**config.mk**
```make
export PLATFORM = sky130hd
export DESIGN_NAME = coin_vend_fsm
export DESIGN_NICKNAME = d
export VERILOG_FILES = /design/src/rtl/vend_pkg.sv /design/src/rtl/vend_rst_sync.sv /design/src/rtl/vend_coin_value.sv /design/src/rtl/vend_step_logic.sv /design/src/rtl/vend_credit_reg.sv /design/src/rtl/coin_vend_fsm.sv
export SDC_FILE = /design/constraint.sdc
export NUM_CORES = 1
export LEC_CHECK = 0
export BUFFER_PORTS_ARGS = -buffer_cell sky130_fd_sc_hd__buf_2
export CAP_MARGIN = 20
export CORE_AREA = 2 2 39 41
export CTS_CLUSTER_DIAMETER = 100
export DETAILED_ROUTE_END_ITERATION = 12
export DIE_AREA = 0 0 41 43
export REMOVE_ABC_BUFFERS = 1
export SLEW_MARGIN = 5
export SYNTH_ARGS = -nofsm -noshare
export SYNTH_HDL_FRONTEND = slang
export SYNTH_HIERARCHICAL = 1
export SYNTH_SLANG_ARGS = --single-unit
```
**constraint.sdc**
```tcl
create_clock -name clk_i -period 5.06 [get_ports clk_i]
set_input_delay 1.012 -clock clk_i [delete_from_list [all_inputs] [get_ports clk_i]]
set_output_delay 1.012 -clock clk_i [all_outputs]
set_load 0.02 [all_outputs]
```
**src/rtl/vend_pkg.sv**
```systemverilog
package vend_pkg;
  // price and coin values in units of the smallest coin (5 units)
  localparam int unsigned PRICE_STEPS    = 4;
  localparam int unsigned COIN_LO_STEPS  = 1;
  localparam int unsigned COIN_MID_STEPS = 2;
  localparam int unsigned COIN_HI_STEPS  = 5;

  localparam int unsigned CREDIT_W = $clog2(PRICE_STEPS);
  localparam int unsigned MAX_SUM  = PRICE_STEPS - 1 + COIN_HI_STEPS;
  localparam int unsigned SUM_W    = $clog2(MAX_SUM + 1);
  localparam int unsigned CHG_MAX  = MAX_SUM - PRICE_STEPS;
  localparam int unsigned CHG_W    = $clog2(CHG_MAX + 1);

  typedef enum logic [1:0] {
    COIN_NONE = 2'b00,
    COIN_LO   = 2'b01,
    COIN_MID  = 2'b10,
    COIN_HI   = 2'b11
  } coin_e;

  typedef logic [CREDIT_W-1:0] credit_t;
  typedef logic [SUM_W-1:0]    sum_t;
  typedef logic [CHG_W-1:0]    chg_t;

  typedef struct packed {
    logic    vend;
    chg_t    change;
    credit_t credit_nxt;
  } step_t;
endpackage

```
**src/rtl/vend_rst_sync.sv**
```systemverilog
module vend_rst_sync #(
  parameter int unsigned STAGES = 2
) (
  input  logic clk_i,
  input  logic arst_n_i,
  output logic srst_n_o
);
  logic [STAGES-1:0] sync_q;

  generate
    if (STAGES == 1) begin : g_single
      always_ff @(posedge clk_i or negedge arst_n_i) begin
        if (!arst_n_i) sync_q <= '0;
        else           sync_q <= 1'b1;
      end
    end else begin : g_chain
      always_ff @(posedge clk_i or negedge arst_n_i) begin
        if (!arst_n_i) sync_q <= '0;
        else           sync_q <= {sync_q[STAGES-2:0], 1'b1};
      end
    end
  endgenerate

  assign srst_n_o = sync_q[STAGES-1];
endmodule

```
**src/rtl/vend_coin_value.sv**
```systemverilog
module vend_coin_value
  import vend_pkg::*;
(
  input  logic [1:0] code_i,
  output sum_t       steps_o
);
  always_comb begin
    unique case (coin_e'(code_i))
      COIN_LO:  steps_o = SUM_W'(COIN_LO_STEPS);
      COIN_MID: steps_o = SUM_W'(COIN_MID_STEPS);
      COIN_HI:  steps_o = SUM_W'(COIN_HI_STEPS);
      default:  steps_o = '0;
    endcase
  end
endmodule

```
**src/rtl/vend_step_logic.sv**
```systemverilog
module vend_step_logic
  import vend_pkg::*;
(
  input  logic    active_i,
  input  credit_t credit_i,
  input  sum_t    coin_steps_i,
  output step_t   step_o
);
  sum_t total;
  sum_t surplus;

  always_comb begin
    total   = SUM_W'(credit_i) + coin_steps_i;
    surplus = total - SUM_W'(PRICE_STEPS);
    step_o  = '{vend: 1'b0, change: '0, credit_nxt: credit_i};
    if (active_i) begin
      if (total >= SUM_W'(PRICE_STEPS)) begin
        step_o.vend       = 1'b1;
        step_o.change     = CHG_W'(surplus);
        step_o.credit_nxt = '0;
      end else begin
        step_o.credit_nxt = CREDIT_W'(total);
      end
    end
  end
endmodule

```
**src/rtl/vend_credit_reg.sv**
```systemverilog
module vend_credit_reg
  import vend_pkg::*;
(
  input  logic    clk_i,
  input  logic    rst_n_i,
  input  logic    en_i,
  input  credit_t d_i,
  output credit_t q_o
);
  always_ff @(posedge clk_i or negedge rst_n_i) begin
    if (!rst_n_i)  q_o <= '0;
    else if (en_i) q_o <= d_i;
  end
endmodule

```
**src/rtl/coin_vend_fsm.sv**
```systemverilog
module coin_vend_fsm
  import vend_pkg::*;
#(
  parameter int unsigned RST_STAGES = 2
) (
  input  logic             clk_i,
  input  logic             rst_n_i,
  input  logic             coin_valid_i,
  input  logic [1:0]       coin_code_i,
  output logic             vend_o,
  output logic [CHG_W-1:0] change_o
);
  logic    srst_n;
  logic    active;
  logic    credit_en;
  sum_t    coin_steps;
  credit_t credit_q;
  step_t   step;

  vend_rst_sync #(.STAGES(RST_STAGES)) u_rst_sync (
    .clk_i    (clk_i),
    .arst_n_i (rst_n_i),
    .srst_n_o (srst_n)
  );

  vend_coin_value u_coin_value (
    .code_i  (coin_code_i),
    .steps_o (coin_steps)
  );

  assign active = srst_n & coin_valid_i;

  vend_step_logic u_step (
    .active_i     (active),
    .credit_i     (credit_q),
    .coin_steps_i (coin_steps),
    .step_o       (step)
  );

  // clock enable: only a counted, non-empty coin moves the credit
  assign credit_en = active & (coin_steps != '0);

  vend_credit_reg u_credit (
    .clk_i   (clk_i),
    .rst_n_i (srst_n),
    .en_i    (credit_en),
    .d_i     (step.credit_nxt),
    .q_o     (credit_q)
  );

  assign vend_o   = step.vend;
  assign change_o = step.change;
endmodule

```
* Word level (Yosys, flattened, before mapping) *
Index checks and enable logic that the tools add are counted.

word-level totals
  input bits = 5
  flip-flop bits (word level) = 4

cells by class
  order comparisons = 1
  reductions and logical operators = 2
  eq/ne operators = 3
  add/subtract/negate cells = 2
  bitwise logic cells = 2
  mux-type cells = 4

operators by type and width
  kind                                                                                 number
  3-bit one-hot mux with 3 select lines                                                1
  6-bit two-way mux                                                                    1
  2-bit by 3-bit adder with 4-bit output                                               1
  2-bit == test, second input constant                                                 2
  4-bit by 3-bit greater-or-equal comparator with 1-bit output, second input constant  1
  4-bit two-way mux                                                                    1
  4-bit nonzero test                                                                   1
  3-bit subtractor, second input constant                                              1
  1-bit AND                                                                            2
  2-bit by 1-bit == test with 1-bit output, second input constant                      1
  2-bit two-way mux                                                                    1
  2-bit AND reduction                                                                  1

* Logic depth before layout (Yosys ltp) *
Gate-level depths: netlist of the first run.

  depth in word-level cells = 6
  mapped depth = 7
  gate-level depth less buffers = 6

* Modules after synthesis *
Netlist of the first run, hierarchy kept.

modules (own cells, without submodules)
  module           area an instance (um2)  cells each  times used
  vend_step_logic  167.7                   18          1
  vend_credit_reg  72.6                    4           1
  vend_rst_sync    53.8                    3           1
  vend_coin_value  27.5                    5           1
  coin_vend_fsm    17.5                    2           1

* Worst setup path after synthesis of the first run *
No wires, ideal clock.

  kind = input-to-output
  start point = input coin_code_i[1]
  end point = output change_o[0]
  data arrival time = 2.282 ns
  stages on the path = 5
  slack = 1.766 ns
  cells stage by stage = nor2b_1 > ha_1 > a21oi_2 > mux2_4 > and3_1

on the way
  word-level cells in the longest chain between the ends = 6
  elaborated cells between the ends (all ways) = 9
  classes of those cells = 2 x add/sub; 1 x order compare; 3 x eq/ne; 3 x mux

RTL lines
  what                                                                                              RTL line                                      RTL
  start: declaration                                                                                coin_vend_fsm.sv:9                            input logic [1:0] coin_code_i,
  2-bit == test or 2-bit by 1-bit == test with 1-bit output (tied branches)                         vend_coin_value.sv:8                          unique case (coin_e'(code_i))
  3-bit one-hot mux with 3 select lines *                                                           vend_coin_value.sv:8
  2-bit by 3-bit adder with 4-bit output *                                                          vend_step_logic.sv:13                         total = SUM_W'(credit_i) + coin_steps_i;
  4-bit by 3-bit greater-or-equal comparator with 1-bit output or 3-bit subtractor (tied branches)  vend_step_logic.sv:17, vend_step_logic.sv:14
  4-bit two-way mux *                                                                               vend_step_logic.sv:17                         if (total >= SUM_W'(PRICE_STEPS)) begin
  6-bit two-way mux *                                                                               vend_step_logic.sv:16                         if (active_i) begin
  end: declaration                                                                                  coin_vend_fsm.sv:11                           output logic [CHG_W-1:0] change_o

Every way passes the cells marked *; elsewhere a longest branch is shown, timed or not.

* Worst setup path in the final report of the first run *
  start point = input coin_code_i[0]
  end point = output change_o[1]

on the way
  word-level cells in the longest chain between the ends = 6
  elaborated cells between the ends (all ways) = 9
  classes of those cells = 2 x add/sub; 1 x order compare; 3 x eq/ne; 3 x mux

RTL lines
  what                                                                                              RTL line                                      RTL
  2-bit == test or 2-bit by 1-bit == test with 1-bit output (tied branches)                         vend_coin_value.sv:8
  3-bit one-hot mux with 3 select lines *                                                           vend_coin_value.sv:8
  named net coin_steps[1]                                                                           coin_vend_fsm.sv:16                           sum_t coin_steps;
  2-bit by 3-bit adder with 4-bit output *                                                          vend_step_logic.sv:13
  4-bit by 3-bit greater-or-equal comparator with 1-bit output or 3-bit subtractor (tied branches)  vend_step_logic.sv:17, vend_step_logic.sv:14
  4-bit two-way mux *                                                                               vend_step_logic.sv:17
  6-bit two-way mux *                                                                               vend_step_logic.sv:16

Mark *: on every way through the listed nets, which the timed path passes. The rest lies on a longest branch.

==> results of run 1 <==
[state kept, by name (all words and copies together), names as in the netlist]
name	flops
u_credit/q_o	2
u_rst_sync/sync_q	2
[through the flow]
step                cell area, um2  util, %
finish                       410.4    29.66
global route                 410.4    29.66
CTS                          410.4    29.66
detailed placement           387.9    28.03
global placement             387.9    28.03
floorplan                    327.8        -
[worst min-delay path by stage]
stage,slack [ns],start,to,cells past startpoint
after floorplan,0.02,u_rst_sync/sync_q[1],u_credit/q_o[0],0
after global placement,0.03,u_rst_sync/sync_q[1],u_credit/q_o[1],0
after detailed placement,0.03,u_rst_sync/sync_q[1],u_credit/q_o[1],0
after CTS,0.03,u_rst_sync/sync_q[1],u_credit/q_o[0],0
after global routing,0.05,u_rst_sync/sync_q[1],u_credit/q_o[1],0
final,0.03,u_rst_sync/sync_q[1],u_credit/q_o[0],0
[synthesized netlist by cell type, drive strengths merged]
library cell / number / area share [%]
o31a: 1 / 2.6
ha: 2 / 7.4
mux2i: 2 / 5.9
mux2: 3 / 11
and2: 3 / 5.5
xnor2: 1 / 2.6
buf: 1 / 2.2
and3: 2 / 3.7
a41o: 1 / 3.0
dfrtp: 4 / 30
nand3: 1 / 1.5
fa: 1 / 5.9
nand3b: 1 / 2.2
nor4bb: 1 / 3.0
o41a: 1 / 3.3
a21oi: 3 / 5.5
clkbuf: 1 / 1.1
conb: 2 / 2.2
nor2b: 1 / 1.8
[final cells by class]
class,instances,area [um2]
Fill cell,141,973.4
Multi-Input combinational cell,26,227.7
Sequential cell,4,100.1
Timing Repair Buffer,8,40.04
Clock buffer,3,22.52
Tap cell,16,20.02
[power groups by stage]
stage	Combinational (mW)	Clock, mW	Sequential [mW]
4_1_cts	0.0583	0.0417	0.0472
3_5_place_dp	0.0581	0	0.0478
5_1_grt	0.0663	0.0451	0.0490
6_report	0.0571	0.0383	0.0470
2_1_floorplan	0.0452	0	0.0462
3_3_place_gp	0.0563	0	0.0472
[layout by cell type (no fill, tap or decap)]
master / n
a21oi_2: 1
a41o_1: 1
xnor2_1: 1
clkbuf_4: 3
mux2i_1: 2
buf_2: 8
mux2_2: 2
and3_1: 2
mux2_4: 1
ha_1: 2
a21oi_1: 2
nand3b_1: 1
and2_1: 3
o41a_1: 1
nand3_1: 1
nor2b_1: 1
fa_1: 1
conb_1: 2
nor4bb_1: 1
o31a_1: 1
dfrtp_1: 4
[kinds of logic (layout without fill, tap and decap cells)]
| group | after synthesis | after routing | share of synthesized area [%] |
|---|---|---|---|
| AOI/OAI and AO/OA | 6 | 6 | 14.39 |
| xor gates and xnor gates | 1 | 1 | 2.583 |
| adders and majority gates | 3 | 3 | 13.28 |
| buffers and inverters | 2 | 11 | 3.321 |
| DFF | 4 | 4 | 29.52 |
| muxes | 5 | 5 | 16.97 |
| other | 2 | 2 | 2.215 |
| and+or+nand+nor | 9 | 9 | 17.71 |
[per-layer routing]
metal	wire length, um	GRT usage [%]	vias to the layer above	part of all wire, %
met4	0	6.000	0	0
li1	-	-	133	-
met2	304	12.50	6	53
met3	21	3.141	0	3.7
met1	245	9.180	129	43
met5	0	0	-	0
[worst register-to-register path, cell delays in order (launching register included)]
cell	delay, ns
dfrtp_1	0.38
ha_1	0.24
fa_1	0.46
nand3b_1	0.12
mux2_4	0.17
a21oi_1	0.06
mux2_2	0.26
==> results.md, run 1 <==
* Achievable Freq at 281.8 MHz
* DR iter-0 viols at 0
* Leak at 0.2063 nW
* CTS buffer count at 3
* YS warnings at 6
* Cts hold-fix bufs at 0
* Reg2reg start: u_credit/q_o[0]
* H-tree lvl count at 1
* Worst r2r path cells at 6
* DP Worst Slack at 1.486 ns
* Resized cells post-CTS at 0
* Core area at 1384 um2
* Vias at 268
* Post-route ant nets at 0
* Worst EP arrival at 2.54 ns
* Internal Power at 94.67 uW
* Diode count at 0
* Critical path, cell by cell: buf_2 > nor2b_1 > ha_1 > a21oi_2 > mux2_4 > and3_1 > buf_2
* PwrDens at 347.0 nW/um2
* Pin count of the biggest net entering global routing at 7
* Nets@finish at 51
* Hold Path Class: reg -> async
* Die Footprint at 1763 um2
* Critical Path RT at 4.05 ns
* Cells after Synth at 32
* Drt total wl at 572 um
* Most used cell, CP: buf_2
* Setup CP Type: in -> out
* Max-slew violations at 0
* Clock power frac at 26.9%
* Cells after DPL at 54
* Pwr Total at 142.4 uW
* GRT Total Usage at 8.384%
* RR Endpoint: u_credit/q_o[1]
* Syn Area/Cell at 10.60 um2
* Post-route setup TNS at 0 ns
* Setup violations, final at 0
* Post-synthesis sequential area ratio at 29.52%
* Congestion Overflow GR at 0
* Worst path top cell family by delay: simple AND/OR/NAND/NOR gates
* Non-filler cells, final at 57
* Vias per inst at 4.702
* Number of I/O port buffers at 8
* Comb pwr share at 40.1%
* First-pass GRT wire length at 979 um
* Synth cell types at 21
* Max cap viols at 0
* Max rail drop VDD at 0.1674 mV
* Final Hold Viols at 0
* Worst setup path start: coin_code_i[0]
* Net Sw Frac at 33.52%
* Clock sinks at 4
* CTS Buffer Depth at 2
* RSZ-0062 raised after global routing: false
* Synth Register Bits at 4
* Critical Path Sink: change_o[1]
* Clock skew at 0.001730 ns
* CP max FO at 5
* Worst-Skew Late Latency at 0.23 ns
* Sum of buffers and inverters on the critical path at 2
* Die H at 43 um
* CTS tree: yes
* Die Width at 41 um
* Fraction of layout cells with a size suffix above 1 at 36.59%
* Fin crit share at 70.13%
* # IOs at 9
* WL/cell at 10.04 um
* Starting Density at 24.50%
* Status: complete, no violations
* Post-CTS Setup Inserts at 0
* Crit-path max cell delay at 0.34 ns
* DR DRC count at 0
* Worst setup EP type: output port
* Antenna violations before repair at 0
* Pre-Repair DR Iteration Count at 1
* Final GP Congestion at 0.6377
* Min Tclk post-route at 3.549 ns
* Fin worst setup slack at 1.511 ns
* Critical Path Slowest Stage Cell: mux2_4
* Flop2flop setup slack at 3.24 ns
* Root Driver: clkbuf_4
* Worst hold margin at 0.02559 ns
* Number of global-route vias before repair at 241
* Post-Syn Area at 339.1 um2
* Setup crit start kind: input pin
* Hpwl dp at 473 um
* Area growth from synthesis to layout at 21.03%
* Core Rows at 14
* Net switching power at 47.73 uW
* Clock slew at reported path FFs at 0.04 ns
* CP Depth at 7
* Sequential Power Share at 33.0%
No activity file was read; power rests on OpenSTA's default activity.
==> run 2: changes to the inputs <==
- clock period: 5.06 -> 3.15 ns (I/O delays scaled with it)
==> run 2 against run 1 <==
Power rose by 60%. Worst setup slack lost 1.2 ns. Combinational power increased by 58%. Via count shrank 3.0%. Clock-buffer cell count unchanged. Global-route usage barely moved. Core utilization unchanged. Critical path type unchanged. Largest cell class unchanged.
==> results.md, run 2 (synthesized netlist as in run 1, its figures left out) <==
* Internal Power at 151.6 uW
* Area growth from synthesis to layout at 21.03%
* Worst setup EP type: output port
* DR iter-0 viols at 3
* Final Hold Viols at 0
* Status: complete, no violations
* RSZ-0062 raised after global routing: false
* WL/cell at 10.14 um
* Clock slew at reported path FFs at 0.04 ns
* Worst r2r path cells at 6
* CTS buffer count at 3
* PwrDens at 555.2 nW/um2
* # IOs at 9
* Nets@finish at 51
* GRT Total Usage at 8.392%
* Die H at 43 um
* Leak at 0.2063 nW
* Setup CP Type: in -> out
* Antenna violations before repair at 0
* Cells after DPL at 54
* Vias per inst at 4.561
* Final GP Congestion at 0.6344
* Starting Density at 24.50%
* CP max FO at 5
* Diode count at 0
* Pin count of the biggest net entering global routing at 7
* Max rail drop VDD at 0.2564 mV
* Setup crit start kind: input pin
* Max cap viols at 0
* Fin crit share at 88.57%
* Resized cells post-CTS at 0
* First-pass GRT wire length at 986 um
* Min Tclk post-route at 2.790 ns
* CTS tree: yes
* Reg2reg start: u_credit/q_o[0]
* Fillcell total at 154
* Post-route ant nets at 0
* Most frequent cells in the layout: 8 x buf_2, 4 x dfrtp_1, 3 x and2_1, 3 x clkbuf_4
* Critical Path RT at 2.52 ns
* DR DRC count at 0
* Net switching power at 76.24 uW
* Clock power frac at 27.2%
* Met3 wire len at 24 um
* Post-CTS Setup Inserts at 0
* Worst-Skew Late Latency at 0.23 ns
* Commonest non-fill, non-tap cell in the layout: buf_2
* Worst setup path start: coin_code_i[0]
* Wire length on met1 at 266 um
* Non-filler cells, final at 57
* Post-route setup TNS at 0 ns
* Routed met2 length at 287 um
* Pre-Repair DR Iteration Count at 2
* Pwr Total at 227.8 uW
* Congestion Overflow GR at 0
* Number of global-route vias before repair at 257
* Core Rows at 14
* Number of I/O port buffers at 8
* H-tree lvl count at 1
* CTS Buffer Depth at 2
* Fraction of layout cells with a size suffix above 1 at 36.59%
* Post-route cell area at 410.4 um2
* Drt total wl at 578 um
* Comb pwr share at 39.6%
* Clock sinks at 4
* Setup violations, final at 0
* Sequential Power Share at 33.2%
* Achievable Freq at 358.4 MHz
* Post-Place Cell Area at 387.9 um2
* Clock skew at 0.001283 ns
* Root Driver: clkbuf_4
* Max-slew violations at 0
* Hpwl dp at 464.5 um
* Worst EP arrival at 2.16 ns
* Die Footprint at 1763 um2
* Core area at 1384 um2
* Hold Path Class: reg -> async
* Largest registers: u_credit/q_o: 2 flops, u_rst_sync/sync_q: 2 flops
* Net Sw Frac at 33.46%
* Vias at 260
* Die Width at 41 um
* Cts hold-fix bufs at 0
* Top sig layer: met3
[run 2: cell counts in the layout (fill, tap and decap cells not counted)]
Identical to the previous run, type by type.
[run 2: layout make-up]
class / instances / area [um2] / share of cell area, %
clock buffer: 3 / 22.52 / 5.488
multi-input combinational: 26 / 227.7 / 55.49
sequential: 4 / 100.1 / 24.39
tap: 16 / 20.02 / 4.878
timing repair buffer: 8 / 40.04 / 9.756
[run 2: power by group through the flow]
| stage | clock network [mW] | registers [mW] | logic, mW |
|---|---|---|---|
| final | 0.0619 | 0.0756 | 0.0903 |
| after global routing | 0.0719 | 0.0782 | 0.105 |
| after CTS | 0.0668 | 0.0763 | 0.0923 |
| after detailed placement | 0 | 0.0770 | 0.0926 |
| after global placement | 0 | 0.0757 | 0.0913 |
| after floorplan | 0 | 0.0741 | 0.0726 |
[run 2: per-stage QoR]
stage / hold slack (ns) / worst slack (ns) / util (%)
3_5_place_dp: 0.02948 / 0.3367 / 28.03
4_1_cts: 0.02941 / 0.3372 / 29.66
5_1_grt: 0.04089 / 0.2818 / 29.66
3_3_place_gp: 0.02667 / 0.3526 / 28.03
2_1_floorplan: 0.01823 / 0.6200 / -
6_report: 0.02676 / 0.3601 / 29.66
[run 2: per-layer routing]
layer	global-route usage, %	vias to the layer above
met5	0	-
met4	8.000	0
met3	1.571	0
met2	11.25	6
met1	10.53	122
li1	-	132
[run 2: worst paths after layout]
check / slack [ns] / to
max in group asynchronous: 2.88 / u_rst_sync/sync_q[1]
min reg2reg: 0.03 / u_credit/q_o[0]
min: 0.03 / u_credit/q_o[0]
max: 0.36 / change_o[1]
min in group clk_i: 0.35 / u_rst_sync/sync_q[1]
max reg2reg: 1.33 / u_credit/q_o[1]
[run 2: critical path, stage by stage]
cell and delay [ns]:
buf_2 0.12, nor2b_1 0.24, ha_1 0.29, a21oi_2 0.20
mux2_4 0.35, and3_1 0.18, buf_2 0.15
==> run 3: changes to the inputs <==
- ABC_AREA: default -> 1
==> run 3 against run 2 <==
Area after synthesis up 16%. Worst setup slack improved by 0.21 ns. Register-to-register slack improved by 0.11 ns. Final cell count is 46% higher. Combinational power shrank 37%. Global-route usage rose by 1.1 points. Flip-flop and latch count is the same. Critical path type unchanged. Largest cell class unchanged.
==> results.md, run 3 <==
* Top cells by area, synth: dfrtp_1 25%, nand2_1 16%, inv_1 10%, nand3_1 7.6%, ha_1 6.3%
* Post-route ant nets at 0
* Hold Path Class: reg -> async
* Clock skew at 0.003585 ns
* Max rail drop VDD at 0.2277 mV
* CP max FO at 4
* Synth Area in Simple Gates at 39.37%
* Max cap viols at 0
* Leak at 0.2877 nW
* GRT busiest layer: met2
* Cells after Synth at 59
* Post-Synth XOR/XNOR Area at 4.444%
* Die Footprint at 1763 um2
* Post-Synth Adder-Cell Area at 11.43%
* Global Route met1 Usage at 12.50%
* Most frequent cells in the layout: 17 x nand2_1, 11 x inv_1, 8 x buf_2, 6 x nand3_1, 4 x dfrtp_1
* Synth async-reset ratio at 100.0%
* Vias per inst at 4.024
* RSZ-0062 raised after global routing: false
* Worst-Skew Late Latency at 0.23 ns
* Syn Area/Cell at 6.680 um2
* Setup CP Type: in -> out
* Final Hold Viols at 0
* Root Driver: clkbuf_4
* Drt total wl at 622 um
* Vias at 334
* Core Rows at 14
* Fin crit share at 81.81%
* Critical Path RT at 2.52 ns
* Area growth from synthesis to layout at 15.24%
* Fraction of layout cells with a size suffix above 1 at 25.37%
* M3 GR Usage at 3.141%
* Synth Area in Compound Gates at 1.270%
* Pin count of the biggest net entering global routing at 8
* Post-synthesis sequential area ratio at 25.40%
* Post-route setup TNS at 0 ns
* Core area at 1384 um2
* Hpwl dp at 555.4 um
* Synth cell types at 18
* Largest area contributor in the netlist: dfrtp_1
* GRT Total Usage at 9.505%
* Post-Syn Area at 394.1 um2
* CTS tree: yes
* Setup crit start kind: input pin
* Synth Register Bits at 4
* Die Width at 41 um
* Post-CTS Setup Inserts at 0
* DR iter-0 viols at 2
* Mux cell area share after synthesis at 0%
* Nets@finish at 77
* DR DRC count at 0
* CTS buffer count at 3
* Min Tclk post-route at 2.577 ns
* Number of I/O port buffers at 8
* Achievable Freq at 388.1 MHz
* YS warnings at 6
* Worst EP arrival at 1.95 ns
* H-tree lvl count at 1
* Commonest non-fill, non-tap cell in the layout: nand2_1
* Diode count at 0
* Pre-Repair DR Iteration Count at 4
* Commonest cells in the synthesized netlist: 17 x nand2_1, 11 x inv_1, 6 x nand3_1, 4 x dfrtp_1, 3 x nor2_1
* Worst hold margin at 0.02588 ns
* Met2 Usage GRT at 14.69%
* Fillcell total at 162
* Largest registers: u_credit/q_o: 2 flops, u_rst_sync/sync_q: 2 flops
* Synth Flop Type: dfrtp_1
* Worst setup EP type: output port
* Setup violations, final at 0
* Clock sinks at 4
* PwrDens at 401.0 nW/um2
* CTS Buffer Depth at 2
* # IOs at 9
* First-pass GRT wire length at 1.214 mm
* Main combinational cell family by area after synthesis: simple AND/OR/NAND/NOR gates
* Antenna violations before repair at 0
* Die H at 43 um
* WL/cell at 7.494 um
* Max-slew violations at 0
* Starting Density at 28.48%
* Cts hold-fix bufs at 0
* Clock slew at reported path FFs at 0.04 ns
* Status: complete, no violations
* Congestion Overflow GR at 0
* Final GP Congestion at 0.7004
* Post-synth top area share at 25.40%
* Post-synth EDFFs at 0
* Cell with the most instances after synthesis: nand2_1
* Resized cells post-CTS at 0
* Number of global-route vias before repair at 346
run 3: changes by cell type in the layout (fill, tap and decap cells not counted), sizes merged, moves of 2 or more:
cell	previous run	this run
a21oi	3	1
mux2i	2	0
nand3	1	8
mux2	3	0
inv	0	11
nand2	0	19
and2	3	0
nor2	0	5
and3	2	0
run 3: area by class of cell:
| type | count | area, um2 | share of cell area, % |
|---|---|---|---|
| timing repair buffer | 8 | 40.04 | 8.815 |
| multi-input combinational | 41 | 230.2 | 50.69 |
| tap | 16 | 20.02 | 4.408 |
| sequential | 4 | 100.1 | 22.04 |
| inverter | 11 | 41.29 | 9.091 |
| clock buffer | 3 | 22.52 | 4.959 |
run 3: worst paths after layout:
check,end,from,slack (ns),depth (start not counted)
setup reg to reg,u_credit/q_o[1],u_credit/q_o[0],1.44,8
hold reg to reg,u_credit/q_o[1],u_rst_sync/sync_q[1],0.03,0
min in group clk_i,u_rst_sync/sync_q[1],u_rst_sync/sync_q[0],0.35,0
hold / removal,u_credit/q_o[1],u_rst_sync/sync_q[1],0.03,0
setup / recovery,vend_o,coin_code_i[0],0.57,8
max in group asynchronous,u_rst_sync/sync_q[0],rst_n_i,2.87,1
run 3: cells by family after synthesis:
family / Yosys count
AND/OR/NAND/NOR: 33
buffers and inverters: 14
flip-flops: 4
AO/OA/AOI/OAI: 1
other: 2
adder cells (fa/ha/maj): 3
XOR/XNOR: 2
run 3: worst max-delay path, cell delays in order:
cell	delay, ns
buf_2	0.12
ha_1	0.22
fa_1	0.43
xnor2_1	0.19
nand3_2	0.11
nand2_2	0.08
inv_1	0.03
buf_2	0.14
run 3: layer usage:
metal,routed length [um],share of wire (%)
met3,26,4.2
met2,286,46
met1,309,50
met4,0,0
met5,0,0
run 3: power by group:
group	total (mW)	internal [mW]	switching [mW]
Combinational	0.0571	0.0228	0.0342
Clock	0.0607	0.0424	0.0183
Sequential	0.0643	0.0580	0.00633
Total	0.182	0.123	0.0588
run 3: stage by stage:
stage | area, um2 | utilization, % | std cells | power [mW] | setup WS, ns
floorplan | 371.6 | - | 56 | 0.1082 | 0.6003
detailed placement | 431.7 | 31.19 | 80 | 0.1226 | 0.5540
CTS | 454.2 | 32.82 | 83 | 0.1865 | 0.5553
global placement | 431.7 | 31.19 | 80 | 0.1219 | 0.5737
finish | 454.2 | 32.82 | 83 | 0.1821 | 0.5730
global route | 454.2 | 32.82 | 83 | 0.1990 | 0.4435
